--- src/rtl/wfq_pkg.sv ---
package wfq_pkg;
  // Strobes from control to datapath
  typedef struct packed {
    logic push;   // store the arrival in its flow queue
    logic pop;    // remove the offered head
    logic clear;  // all queues empty after this edge
  } wfqStrobes_t;
endpackage

--- src/rtl/wfq_flow_queue.sv ---
module wfq_flow_queue #(
  parameter int DEPTH = 4,
  parameter int TAG_W = 24,
  parameter int LEN_W = 8,
  localparam int CNT_W = $clog2(DEPTH + 1),
  localparam int PTR_W = (DEPTH > 1) ? $clog2(DEPTH) : 1
) (
  input  logic             clk,
  input  logic             rstN,
  input  logic             push,
  input  logic             pop,
  input  logic [TAG_W-1:0] pushTag,
  input  logic [LEN_W-1:0] pushLen,
  output logic [TAG_W-1:0] headTag,
  output logic [LEN_W-1:0] headLen,
  output logic [CNT_W-1:0] count
);
  localparam int ENTRY_W = TAG_W + LEN_W;

  logic [ENTRY_W-1:0] store [DEPTH];
  logic [PTR_W-1:0]   rdPtr, wrPtr;

  function automatic logic [PTR_W-1:0] nextPtr(input logic [PTR_W-1:0] p);
    return (p == PTR_W'(DEPTH - 1)) ? '0 : p + PTR_W'(1);
  endfunction

  always_ff @(posedge clk or negedge rstN) begin
    if (!rstN) begin
      rdPtr <= '0;
      wrPtr <= '0;
      count <= '0;
    end else begin
      if (push) wrPtr <= nextPtr(wrPtr);
      if (pop)  rdPtr <= nextPtr(rdPtr);
      case ({push, pop})
        2'b10:   count <= count + CNT_W'(1);
        2'b01:   count <= count - CNT_W'(1);
        default: count <= count;
      endcase
    end
  end

  always_ff @(posedge clk) begin
    if (push) store[wrPtr] <= {pushTag, pushLen};
  end

  assign {headTag, headLen} = store[rdPtr];
endmodule

--- src/rtl/wfq_datapath.sv ---
module wfq_datapath
  import wfq_pkg::*;
#(
  parameter int NUM_FLOWS = 4,
  parameter int DEPTH     = 4,
  parameter int TAG_W     = 24,
  parameter int LEN_W     = 8,
  parameter int RECIP_W   = 8,
  parameter int FID_W     = 2,
  localparam int CNT_W    = $clog2(DEPTH + 1)
) (
  input  logic                                 clk,
  input  logic                                 rstN,
  input  wfqStrobes_t                          strobes,
  input  logic [FID_W-1:0]                     pushFlow,
  input  logic [FID_W-1:0]                     popFlow,
  input  logic [LEN_W-1:0]                     arrLen,
  input  logic [NUM_FLOWS*RECIP_W-1:0]         weightRecip,
  output logic [NUM_FLOWS-1:0][TAG_W-1:0]      headTags,
  output logic [NUM_FLOWS-1:0][LEN_W-1:0]      headLens,
  output logic [NUM_FLOWS-1:0][CNT_W-1:0]      counts
);
  logic [TAG_W-1:0]                 vClock;
  logic [NUM_FLOWS-1:0][TAG_W-1:0]  lastTag;
  logic [RECIP_W-1:0]               selRecip;
  logic [TAG_W-1:0]                 startTag, scaledLen, newTag;

  // Finish tag of the arrival, stamped against the pre-edge virtual clock
  always_comb begin
    selRecip  = weightRecip[pushFlow*RECIP_W +: RECIP_W];
    startTag  = (lastTag[pushFlow] > vClock) ? lastTag[pushFlow] : vClock;
    scaledLen = TAG_W'(arrLen) * TAG_W'(selRecip);
    newTag    = startTag + scaledLen;
  end

  always_ff @(posedge clk or negedge rstN) begin
    if (!rstN) begin
      vClock  <= '0;
      lastTag <= '0;
    end else if (strobes.clear) begin
      vClock  <= '0;
      lastTag <= '0;
    end else begin
      if (strobes.pop)  vClock <= headTags[popFlow];
      if (strobes.push) lastTag[pushFlow] <= newTag;
    end
  end

  for (genvar f = 0; f < NUM_FLOWS; f++) begin : g_queue
    logic pushHere, popHere;
    assign pushHere = strobes.push && (pushFlow == FID_W'(f));
    assign popHere  = strobes.pop  && (popFlow  == FID_W'(f));

    wfq_flow_queue #(
      .DEPTH (DEPTH),
      .TAG_W (TAG_W),
      .LEN_W (LEN_W)
    ) u_queue (
      .clk     (clk),
      .rstN    (rstN),
      .push    (pushHere),
      .pop     (popHere),
      .pushTag (newTag),
      .pushLen (arrLen),
      .headTag (headTags[f]),
      .headLen (headLens[f]),
      .count   (counts[f])
    );
  end
endmodule

--- src/rtl/wfq_control.sv ---
module wfq_control
  import wfq_pkg::*;
#(
  parameter int NUM_FLOWS = 4,
  parameter int DEPTH     = 4,
  parameter int TAG_W     = 24,
  parameter int FID_W     = 2,
  localparam int CNT_W    = $clog2(DEPTH + 1)
) (
  input  logic                             clk,
  input  logic                             rstN,
  input  logic                             arrValid,
  input  logic [FID_W-1:0]                 arrFlow,
  input  logic                             linkReady,
  input  logic [NUM_FLOWS-1:0][TAG_W-1:0]  headTags,
  input  logic [NUM_FLOWS-1:0][CNT_W-1:0]  counts,
  output wfqStrobes_t                      strobes,
  output logic [FID_W-1:0]                 selFlow,
  output logic                             offerValid,
  output logic [NUM_FLOWS-1:0]             dropPulse
);
  logic             arrFull;
  logic [TAG_W-1:0] bestTag;
  logic [NUM_FLOWS-1:0] keepsData;

  // Smallest head tag; strict compare keeps the lowest flow on ties
  always_comb begin
    offerValid = 1'b0;
    selFlow    = '0;
    bestTag    = '0;
    for (int f = 0; f < NUM_FLOWS; f++) begin
      if (counts[f] != '0) begin
        if (!offerValid || (headTags[f] < bestTag)) begin
          offerValid = 1'b1;
          selFlow    = FID_W'(f);
          bestTag    = headTags[f];
        end
      end
    end
  end

  assign arrFull      = (counts[arrFlow] == CNT_W'(DEPTH));
  assign strobes.push = arrValid && !arrFull;
  assign strobes.pop  = offerValid && linkReady;

  // Occupancy after this edge, per flow
  always_comb begin
    for (int f = 0; f < NUM_FLOWS; f++) begin
      keepsData[f] =
        ((counts[f] != '0) &&
         !(strobes.pop && (selFlow == FID_W'(f)) && (counts[f] == CNT_W'(1)))) ||
        (strobes.push && (arrFlow == FID_W'(f)));
    end
  end
  assign strobes.clear = (keepsData == '0);

  always_ff @(posedge clk or negedge rstN) begin
    if (!rstN) begin
      dropPulse <= '0;
    end else if (arrValid && arrFull) begin
      dropPulse <= NUM_FLOWS'(1) << arrFlow;
    end else begin
      dropPulse <= '0;
    end
  end
endmodule

--- src/rtl/wfq_scheduler.sv ---
module wfq_scheduler
  import wfq_pkg::*;
#(
  parameter int NUM_FLOWS = 4,
  parameter int DEPTH     = 4,
  parameter int TAG_W     = 24,
  parameter int LEN_W     = 8,
  parameter int RECIP_W   = 8,
  localparam int FID_W    = (NUM_FLOWS > 1) ? $clog2(NUM_FLOWS) : 1,
  localparam int CNT_W    = $clog2(DEPTH + 1)
) (
  input  logic                         clk,
  input  logic                         rstN,
  input  logic                         arrValid,
  input  logic [FID_W-1:0]             arrFlow,
  input  logic [LEN_W-1:0]             arrLen,
  input  logic [NUM_FLOWS*RECIP_W-1:0] weightRecip,
  input  logic                         linkReady,
  output logic                         txValid,
  output logic [FID_W-1:0]             txFlow,
  output logic [LEN_W-1:0]             txLen,
  output logic [NUM_FLOWS-1:0]         dropPulse
);
  wfqStrobes_t                     strobes;
  logic [NUM_FLOWS-1:0][TAG_W-1:0] headTags;
  logic [NUM_FLOWS-1:0][LEN_W-1:0] headLens;
  logic [NUM_FLOWS-1:0][CNT_W-1:0] counts;

  wfq_control #(
    .NUM_FLOWS (NUM_FLOWS),
    .DEPTH     (DEPTH),
    .TAG_W     (TAG_W),
    .FID_W     (FID_W)
  ) u_ctrl (
    .clk        (clk),
    .rstN       (rstN),
    .arrValid   (arrValid),
    .arrFlow    (arrFlow),
    .linkReady  (linkReady),
    .headTags   (headTags),
    .counts     (counts),
    .strobes    (strobes),
    .selFlow    (txFlow),
    .offerValid (txValid),
    .dropPulse  (dropPulse)
  );

  wfq_datapath #(
    .NUM_FLOWS (NUM_FLOWS),
    .DEPTH     (DEPTH),
    .TAG_W     (TAG_W),
    .LEN_W     (LEN_W),
    .RECIP_W   (RECIP_W),
    .FID_W     (FID_W)
  ) u_dp (
    .clk         (clk),
    .rstN        (rstN),
    .strobes     (strobes),
    .pushFlow    (arrFlow),
    .popFlow     (txFlow),
    .arrLen      (arrLen),
    .weightRecip (weightRecip),
    .headTags    (headTags),
    .headLens    (headLens),
    .counts      (counts)
  );

  assign txLen = headLens[txFlow];
endmodule

--- config.mk ---
export PLATFORM = sky130hd
export DESIGN_NAME = wfq_scheduler
export DESIGN_NICKNAME = d
export VERILOG_FILES = /design/src/rtl/wfq_pkg.sv /design/src/rtl/wfq_flow_queue.sv /design/src/rtl/wfq_datapath.sv /design/src/rtl/wfq_control.sv /design/src/rtl/wfq_scheduler.sv
export SDC_FILE = /design/constraint.sdc
export NUM_CORES = 1
export LEC_CHECK = 0
export CORE_UTILIZATION = 46
export CTS_BUF_LIST = sky130_fd_sc_hd__clkbuf_8
export DETAILED_ROUTE_END_ITERATION = 16
export GPL_TIMING_DRIVEN = 0
export PLACE_DENSITY = 0.67
export SLEW_MARGIN = 25
export SYNTH_ARGS = -nofsm -noshare
export SYNTH_HDL_FRONTEND = slang
export SYNTH_HIERARCHICAL = 1
export SYNTH_SLANG_ARGS = --single-unit
export TNS_END_PERCENT = 5
--- constraint.sdc ---
create_clock -name clk -period 9 [get_ports clk]
set_input_delay 1.8 -clock clk [delete_from_list [all_inputs] [get_ports clk]]
set_output_delay 1.8 -clock clk [all_outputs]
set_load 0.02 [all_outputs]
# Word-level counts from Yosys, hierarchy flattened
# Memories as Yosys holds them, arrays and structs flattened.
# Cells that the tools add are included.
[totals]
regBits = 152
n_memories = 4
ramBits = 512
inputBits = 46
[classes]
add_sub_neg = 17
n_reduce_logical = 48
shift = 2
multipliers = 1
magnitude_cmp = 7
n_mux = 55
n_eq_ne = 27
[mem_list]
columns = ["memory", "words", "width", "read_ports", "rd_ports_with_merged_regs", "wr", "line_no", "text"]
rows = [
  ["u_dp.g_queue[0].u_queue.store", 4, 32, 1, 0, 1, "wfq_flow_queue.sv:20", "logic [ENTRY_W-1:0] store [DEPTH];"],
  ["u_dp.g_queue[1].u_queue.store", 4, 32, 1, 0, 1, "wfq_flow_queue.sv:20", ""],
  ["u_dp.g_queue[2].u_queue.store", 4, 32, 1, 0, 1, "wfq_flow_queue.sv:20", ""],
  ["u_dp.g_queue[3].u_queue.store", 4, 32, 1, 0, 1, "wfq_flow_queue.sv:20", ""],
]
[op_table]
columns = ["op", "n"]
rows = [
  ["24-bit 2-to-1 mux", 11],
  ["96-bit 2-to-1 mux", 2],
  ["24-bit binary-select mux with 2-bit select", 2],
  ["96-bit bitwise mux", 1],
  ["24-bit less-than comparator", 3],
  ["24-bit demux with 2-bit select", 1],
  ["2-bit equality test (second input constant)", 16],
  ["32-bit by 6-bit variable part select with 8-bit output", 1],
  ["2-bit 2-to-1 mux", 13],
  ["24-bit by 16-bit adder with 24-bit output", 1],
  ["24-bit greater-than comparator", 1],
  ["3-bit case mux with 2 select lines", 4],
  ["1-bit logical AND", 20],
  ["2-bit by 1-bit adder with 2-bit output (second input constant)", 8],
  ["8-bit binary-select mux with 2-bit select", 1],
  ["8-bit by 8-bit multiplier with 16-bit output", 1],
  ["1-bit 2-to-1 mux", 16],
  ["3-bit by 1-bit adder with 3-bit output (second input constant)", 4],
  ["2-bit by 1-bit equality test with 1-bit output (second input constant)", 6],
  ["3-bit by 1-bit equality test with 1-bit output (second input constant)", 4],
  ["2-bit nonzero test", 6],
  ["3-bit nonzero test", 4],
  ["3-bit by 1-bit subtractor with 3-bit output (second input constant)", 4],
  ["1-bit zero test", 8],
  ["11 further kinds", 19],
]

# Longest topological paths before layout
[logic_depth]
depth_word = 22
ltp_mapped = 41
mapped_depth_nobuf = 34

# Cells and area by module
# Netlist, hierarchy kept.
[modules_own_cells]
columns = ["mod", "area_per_inst_um2", "instances", "cells_each"]
rows = [
  ["wfq_datapath", 10146.0, 1, 1095],
  ["wfq_flow_queue at u_dp.g_queue[2].u_queue ...", 5072.4, 2, 205],
  ["wfq_flow_queue at u_dp.g_queue[0].u_queue ...", 5063.6, 2, 201],
  ["wfq_control", 2742.6, 1, 371],
  ["wfq_scheduler", 196.4, 1, 10],
]

# Worst setup path before layout
# Ideal clock, no wire load.
[synth_timing]
path_kind = "register to output"
startpoint = "register u_dp.g_queue[0].u_queue.count[0]"
endpoint = "output txLen[0]"
path_stages_with_launch = 35
required_ps = 7200
arrival_ps = 7911
setup_slack_ps = -711
cell_sequence = "dfrtp_1 -> or3_1 -> buf_6 -> clkbuf_1 -> clkbuf_1 -> nand2_1 -> ha_1 -> a21oi_1 -> o21ai_0 -> a221oi_1 -> and3_1 -> a22o_1 -> buf_2 -> buf_1 -> a21oi_1 -> ha_1 -> a21oi_1 -> nand2_1 -> a221o_1 -> a41oi_1 -> a31oi_1 -> nor3_2 -> buf_2 -> mux2_2 -> ha_1 -> a21oi_1 -> nand2_1 -> o21bai_1 -> a31oi_1 -> o31ai_1 -> and2_1 -> a21oi_1 -> o22ai_1 -> buf_6 -> mux4_2"
[synth_via]
elab_chain_len = 16
[synth_lines]
columns = ["item", "line_no", "text"]
rows = [
  ["start: declaration", "wfq_flow_queue.sv:16", "output logic [CNT_W-1:0] count"],
  ["start signal: assignment", "wfq_flow_queue.sv:36", "2'b10: count <= count + CNT_W'(1);"],
  ["start signal: assignment", "wfq_flow_queue.sv:37", "2'b01: count <= count - CNT_W'(1);"],
  ["start signal: assignment", "wfq_flow_queue.sv:38", "default: count <= count;"],
  ["3-bit nonzero test *", "wfq_control.sv:32", "if (counts[f] != '0) begin"],
  ["24-bit 2-to-1 mux / 1-bit 2-to-1 mux (equally long branches)", "wfq_control.sv:32", ""],
  ["24-bit less-than comparator / 1-bit zero test (equally long branches)", "wfq_control.sv:33", "if (!offerValid || (headTags[f] < bestTag)) begin"],
  ["1-bit logical OR", "wfq_control.sv:33", ""],
  ["24-bit 2-to-1 mux / 1-bit 2-to-1 mux (equally long branches)", "wfq_control.sv:33", ""],
  ["24-bit 2-to-1 mux / 1-bit 2-to-1 mux (equally long branches)", "wfq_control.sv:32", ""],
  ["24-bit less-than comparator / 1-bit zero test (equally long branches)", "wfq_control.sv:33", ""],
  ["1-bit logical OR", "wfq_control.sv:33", ""],
  ["24-bit 2-to-1 mux / 1-bit 2-to-1 mux (equally long branches)", "wfq_control.sv:33", ""],
  ["24-bit 2-to-1 mux / 1-bit 2-to-1 mux (equally long branches)", "wfq_control.sv:32", ""],
  ["24-bit less-than comparator / 1-bit zero test (equally long branches)", "wfq_control.sv:33", ""],
  ["1-bit logical OR", "wfq_control.sv:33", ""],
  ["2-bit 2-to-1 mux", "wfq_control.sv:33", ""],
  ["2-bit 2-to-1 mux *", "wfq_control.sv:32", ""],
  ["net txFlow[0]", "wfq_scheduler.sv:20", "output logic [FID_W-1:0] txFlow,"],
  ["8-bit binary-select mux with 2-bit select *", "wfq_scheduler.sv:68", "assign txLen = headLens[txFlow];"],
  ["8-bit 2-to-1 mux (not written as such) *", "wfq_scheduler.sv:68", ""],
  ["end: declaration", "wfq_scheduler.sv:21", "output logic [LEN_W-1:0] txLen,"],
]
# The timed path passes the listed nets; every way through them passes the cells marked *. The select of a mux whose other input is x is not followed.

==> PnR_summary.wiki <==
{| class="wikitable"
! Metric !! Value
|-
| Number of enable flip-flop cells after synthesis || about 510
|-
| Placement-stage worst setup slack || -3.338 ns
|-
| Clock buffers created by TritonCTS || between 100 and 150
|-
| Clock root cell || sky130_fd_sc_hd__clkbuf_8
|-
| Total Nets Final || around 2,800
|-
| Mapped cell area || between 30,000 and 40,000 µm²
|-
| Post-Synth XOR/XNOR Area || 0.6827%
|-
| Met1 layer usage reported by global route || 32.99%
|-
| Y dimension of the die || 271.3 µm
|-
| Via density per instance || between 5 and 6
|-
| Post-synthesis instance total || about 2,300
|-
| Synth Area in Adders || a little under a tenth
|-
| Share of layout cells above drive strength 1 || approximately a quarter
|-
| Total wirelength of the detailed-routed design || around 89 mm
|-
| Port Buffer Count || 60
|-
| Violations in the final reports || negative setup slack
|-
| Fraction of the mapped netlist area in compound gates || about 5.7%
|-
| Largest family of logic cells by synthesized area || multiplexers
|-
| Total GRT Usage || between 20% and 30%
|-
| Initial standard-cell utilization of the core || between 40% and 50%
|-
| Result of the run || complete, but fails checks
|-
| Worst hold-check path type || flip-flop to flip-flop
|-
| Number of synthesized register bits || 664
|-
| Post-synth cell types || 83
|-
| Area growth, synth to finish || 19.54%
|-
| Number of filler cells placed in the layout || around 5,600
|-
| Most common cell after layout, fill and taps aside || sky130_fd_sc_hd__edfxtp_1
|-
| Most utilized layer in the global route result || met2
|-
| Clock skew || 0.04289 ns
|-
| GRT met2 Usage || between 30% and 40%
|-
| Register Area || 19,180 µm²
|-
| Ranking of synthesized cells by area || sky130_fd_sc_hd__edfxtp_1 (46%), sky130_fd_sc_hd__mux4_2 (12%), sky130_fd_sc_hd__dfrtp_1 (11%)
|-
| RSZ-0062 raised after global routing || true
|-
| H-Tree Level Count || 3
|-
| Num rows || between 90 and 100
|-
| Number of maximum-capacitance constraint violations || 0
|-
| Mean instance size in the synthesized netlist || around 15 µm²
|-
| Data arrival, critical path || about 8.5 ns
|-
| Ys flop type || sky130_fd_sc_hd__edfxtp_1
|-
| Area of the multi-input gates || approximately 14,000 µm²
|-
| ANT nets after route || 0
|-
| CTS tree || yes
|-
| Slowest Stage Delay on Critical Path || 0.58 ns
|-
| Pins over their slew limit || 0
|-
| Gp weighted congestion || roughly 0.93
|-
| Floorplan Core Area || about 72,000 µm²
|-
| Via count of the first global-routing pass || around 22,000
|-
| Highest Clock Rate || ~0.097 GHz
|-
| Overall die area || ~74,000 µm²
|-
| Crit. End Element || primary output
|-
| Final Setup Violations || 10
|-
| Cell type contributing the most total cell area after synthesis || sky130_fd_sc_hd__edfxtp_1
|-
| Yosys top cell area share || between 40% and 50%
|-
| Number of buffers inserted by hold repair at cts || 0
|-
| Detailed placement HPWL || slightly above 60 mm
|-
| Most Frequent Cell on Critical Path || sky130_fd_sc_hd__buf_6
|-
| WP data required || ~7.2 ns
|-
| Commonest cells after routing, fill and taps aside || sky130_fd_sc_hd__edfxtp_1 (512), sky130_fd_sc_hd__nand2_1 (259), sky130_fd_sc_hd__inv_1 (191)
|-
| Peak fanout along the critical path || 8
|-
| Final critical-path required period || between 10 and 15 ns
|-
| Critical Path Slowest Stage Cell || sky130_fd_sc_hd__mux4_2
|-
| Wire length per cell || about 25 µm
|-
| Classification of the worst setup path || flip-flop to primary output
|-
| Number of buffers on the longest clock path || 3
|-
| Total gr overflow || 0
|-
| Vias || 21,360
|-
| Largest net degree at the start of global routing || 79
|-
| First-pass GRT wire length || 135.0 mm
|-
| Clock sink total || about 660
|-
| Final count of hold timing violations || 0
|-
| Share of flip-flops with an asynchronous set or reset after synthesis || 22.89%
|-
| Sum of negative setup slack || -12.14 ns
|-
| Insertion delay to the later sink of the worst-skew pair || 0.73 ns
|-
| Clk slew on worst S/H paths || ~0.070 ns
|-
| Initial antenna violation count || 5
|-
| Area fraction in and, or, nand and nor cells after synthesis || under 10%
|-
| DRT iter0 DRCs || 1,716
|-
| Syn. warnings || 6
|-
| Post-layout worst setup margin || -1.308 ns
|-
| Category of the worst setup path launch point || flip-flop
|-
| Number of nets in the synthesized netlist || around 2,500
|-
| X dimension of the die || between 200 and 300 µm
|-
| Residual DRC count || 0
|-
| Detailed Routing Iterations Pass 1 || 5
|-
| Top-level port count || 61
|-
| Fraction of the cycle the final worst path needs || 114.5%
|-
| Multiplexer share of the synthesized area || between 10% and 20%
|-
| Sequential area share after synthesis || between 50% and 60%
|-
| Worst slew pin tran || between 1 and 1.5 ns
|-
| Worst slew margin || between 20 and 30%
|-
| Met3 Use GR || roughly 4.6%
|}
state kept, by name, indices dropped and copies added (netlist names):
register,count
u_dp/g_queue.u_queue/wrPtr,8
u_dp/lastTag,96
u_ctrl/dropPulse,4
u_dp/g_queue.u_queue/rdPtr,8
u_dp/vClock,24
u_dp/g_queue.u_queue/count,12
u_dp/g_queue.u_queue/store,512
per-stage QoR:
step | utilization, % | std cells | area (µm²) | hold WS, ns
3_5_place_dp | 50.01 | 3321 | 35810 | 0.4981
4_1_cts | 55.08 | 3574 | 39440 | 0.5125
6_report | 55.68 | 3591 | 39870 | 0.5127
3_3_place_gp | 49.26 | 3298 | 35270 | 0.4923
5_1_grt | 55.68 | 3590 | 39870 | 0.5268
2_1_floorplan | - | 2288 | 33480 | 0.4750
cell type report:
| type | count | area share [%] |
|---|---|---|
| Multi-Input combinational cell | 1359 | 35.12 |
| Antenna cell | 2 | 0.01255 |
| Clock buffer | 112 | 3.866 |
| Tap cell | 950 | 2.981 |
| Clock inverter | 81 | 1.569 |
| Buffer | 98 | 2.429 |
| Inverter | 165 | 1.563 |
| Sequential cell | 664 | 48.11 |
| Timing Repair Buffer | 160 | 4.352 |
logic make-up (layout without fill, tap and decap cells):
kind of cell	after synthesis	in the layout
other	0	2
DFF	664	664
xor gates and xnor gates	26	26
adders and majority gates	212	212
AOI/OAI and AO/OA	298	298
buffers and inverters	266	616
muxes	267	268
and+or+nand+nor	555	555
cell usage after synthesis, types with 7 or more instances:
| library cell | count |
|---|---|
| sky130_fd_sc_hd__nor4_1 | 7 |
| sky130_fd_sc_hd__mux2_2 | 36 |
| sky130_fd_sc_hd__ha_1 | 158 |
| sky130_fd_sc_hd__o21ai_0 | 48 |
| sky130_fd_sc_hd__a21oi_1 | 129 |
| sky130_fd_sc_hd__nand4_1 | 13 |
| sky130_fd_sc_hd__nor2_1 | 112 |
| sky130_fd_sc_hd__clkbuf_1 | 48 |
| sky130_fd_sc_hd__nor3_1 | 21 |
| sky130_fd_sc_hd__mux4_2 | 176 |
| sky130_fd_sc_hd__and3_1 | 10 |
| sky130_fd_sc_hd__and2_1 | 50 |
| sky130_fd_sc_hd__or3_1 | 8 |
| sky130_fd_sc_hd__mux2i_1 | 38 |
| sky130_fd_sc_hd__buf_1 | 9 |
| sky130_fd_sc_hd__edfxtp_1 | 512 |
| sky130_fd_sc_hd__fa_1 | 54 |
| sky130_fd_sc_hd__o211ai_1 | 10 |
| sky130_fd_sc_hd__nand2_1 | 265 |
| sky130_fd_sc_hd__dfrtp_1 | 152 |
| sky130_fd_sc_hd__o21a_1 | 11 |
| sky130_fd_sc_hd__buf_12 | 12 |
| sky130_fd_sc_hd__a211oi_1 | 19 |
| sky130_fd_sc_hd__xnor2_1 | 20 |
| sky130_fd_sc_hd__mux4_1 | 16 |
| sky130_fd_sc_hd__buf_2 | 23 |
| sky130_fd_sc_hd__a22oi_1 | 11 |
| sky130_fd_sc_hd__nand3_1 | 32 |
| sky130_fd_sc_hd__inv_1 | 160 |
| sky130_fd_sc_hd__a31oi_1 | 11 |
metal layers:
| metal | part of all wire (%) | up-vias | routed length [µm] |
|---|---|---|---|
| met5 | 0.029 | - | 26 |
| met4 | 3.9 | 6 | 3480 |
| met3 | 8.2 | 215 | 7348 |
| met2 | 48 | 941 | 42480 |
| met1 | 40 | 11010 | 35890 |
| li1 | - | 9192 | - |
final timing paths:
path,from,end,slack (ns),cells past startpoint
worst min-delay path,u_dp/g_queue[2].u_queue/count[2],u_dp/g_queue[2].u_queue/count[2],0.51,1
worst max-delay path,u_dp/g_queue[1].u_queue/rdPtr[0],txLen[7],-1.31,35
worst max register to register,u_dp/g_queue[1].u_queue/rdPtr[0],u_dp/g_queue[1].u_queue/count[1],0.05,41
min in group asynchronous,rstN,u_dp/lastTag[23],1.07,1
max in group asynchronous,rstN,u_dp/lastTag[49],7.11,2
worst min register to register,u_dp/g_queue[2].u_queue/count[2],u_dp/g_queue[2].u_queue/count[2],0.51,1
what timing repair did:
action,in CTS,in global routing
gates resized for setup,247,85
pin swaps,48,37
hold endpoints to repair,0,0
setup endpoints to repair,470,333
buffers inserted,57,19
gates cloned,4,0
worst max-delay path: cells and delay by family (launching register included):
| family | cells | cell delay, ns |
|---|---|---|
| AO/OA/AOI/OAI | 11 | 2.24 |
| adder cells (fa/ha/maj) | 3 | 0.80 |
| buffers and inverters | 8 | 1.25 |
| flip-flops | 1 | 0.37 |
| multiplexers | 3 | 1.42 |
| AND/OR/NAND/NOR | 10 | 1.65 |
Power is left out: the tool's default activity adds up to more than one toggle a clock period on the data nets, which glitch-free logic cannot reach.
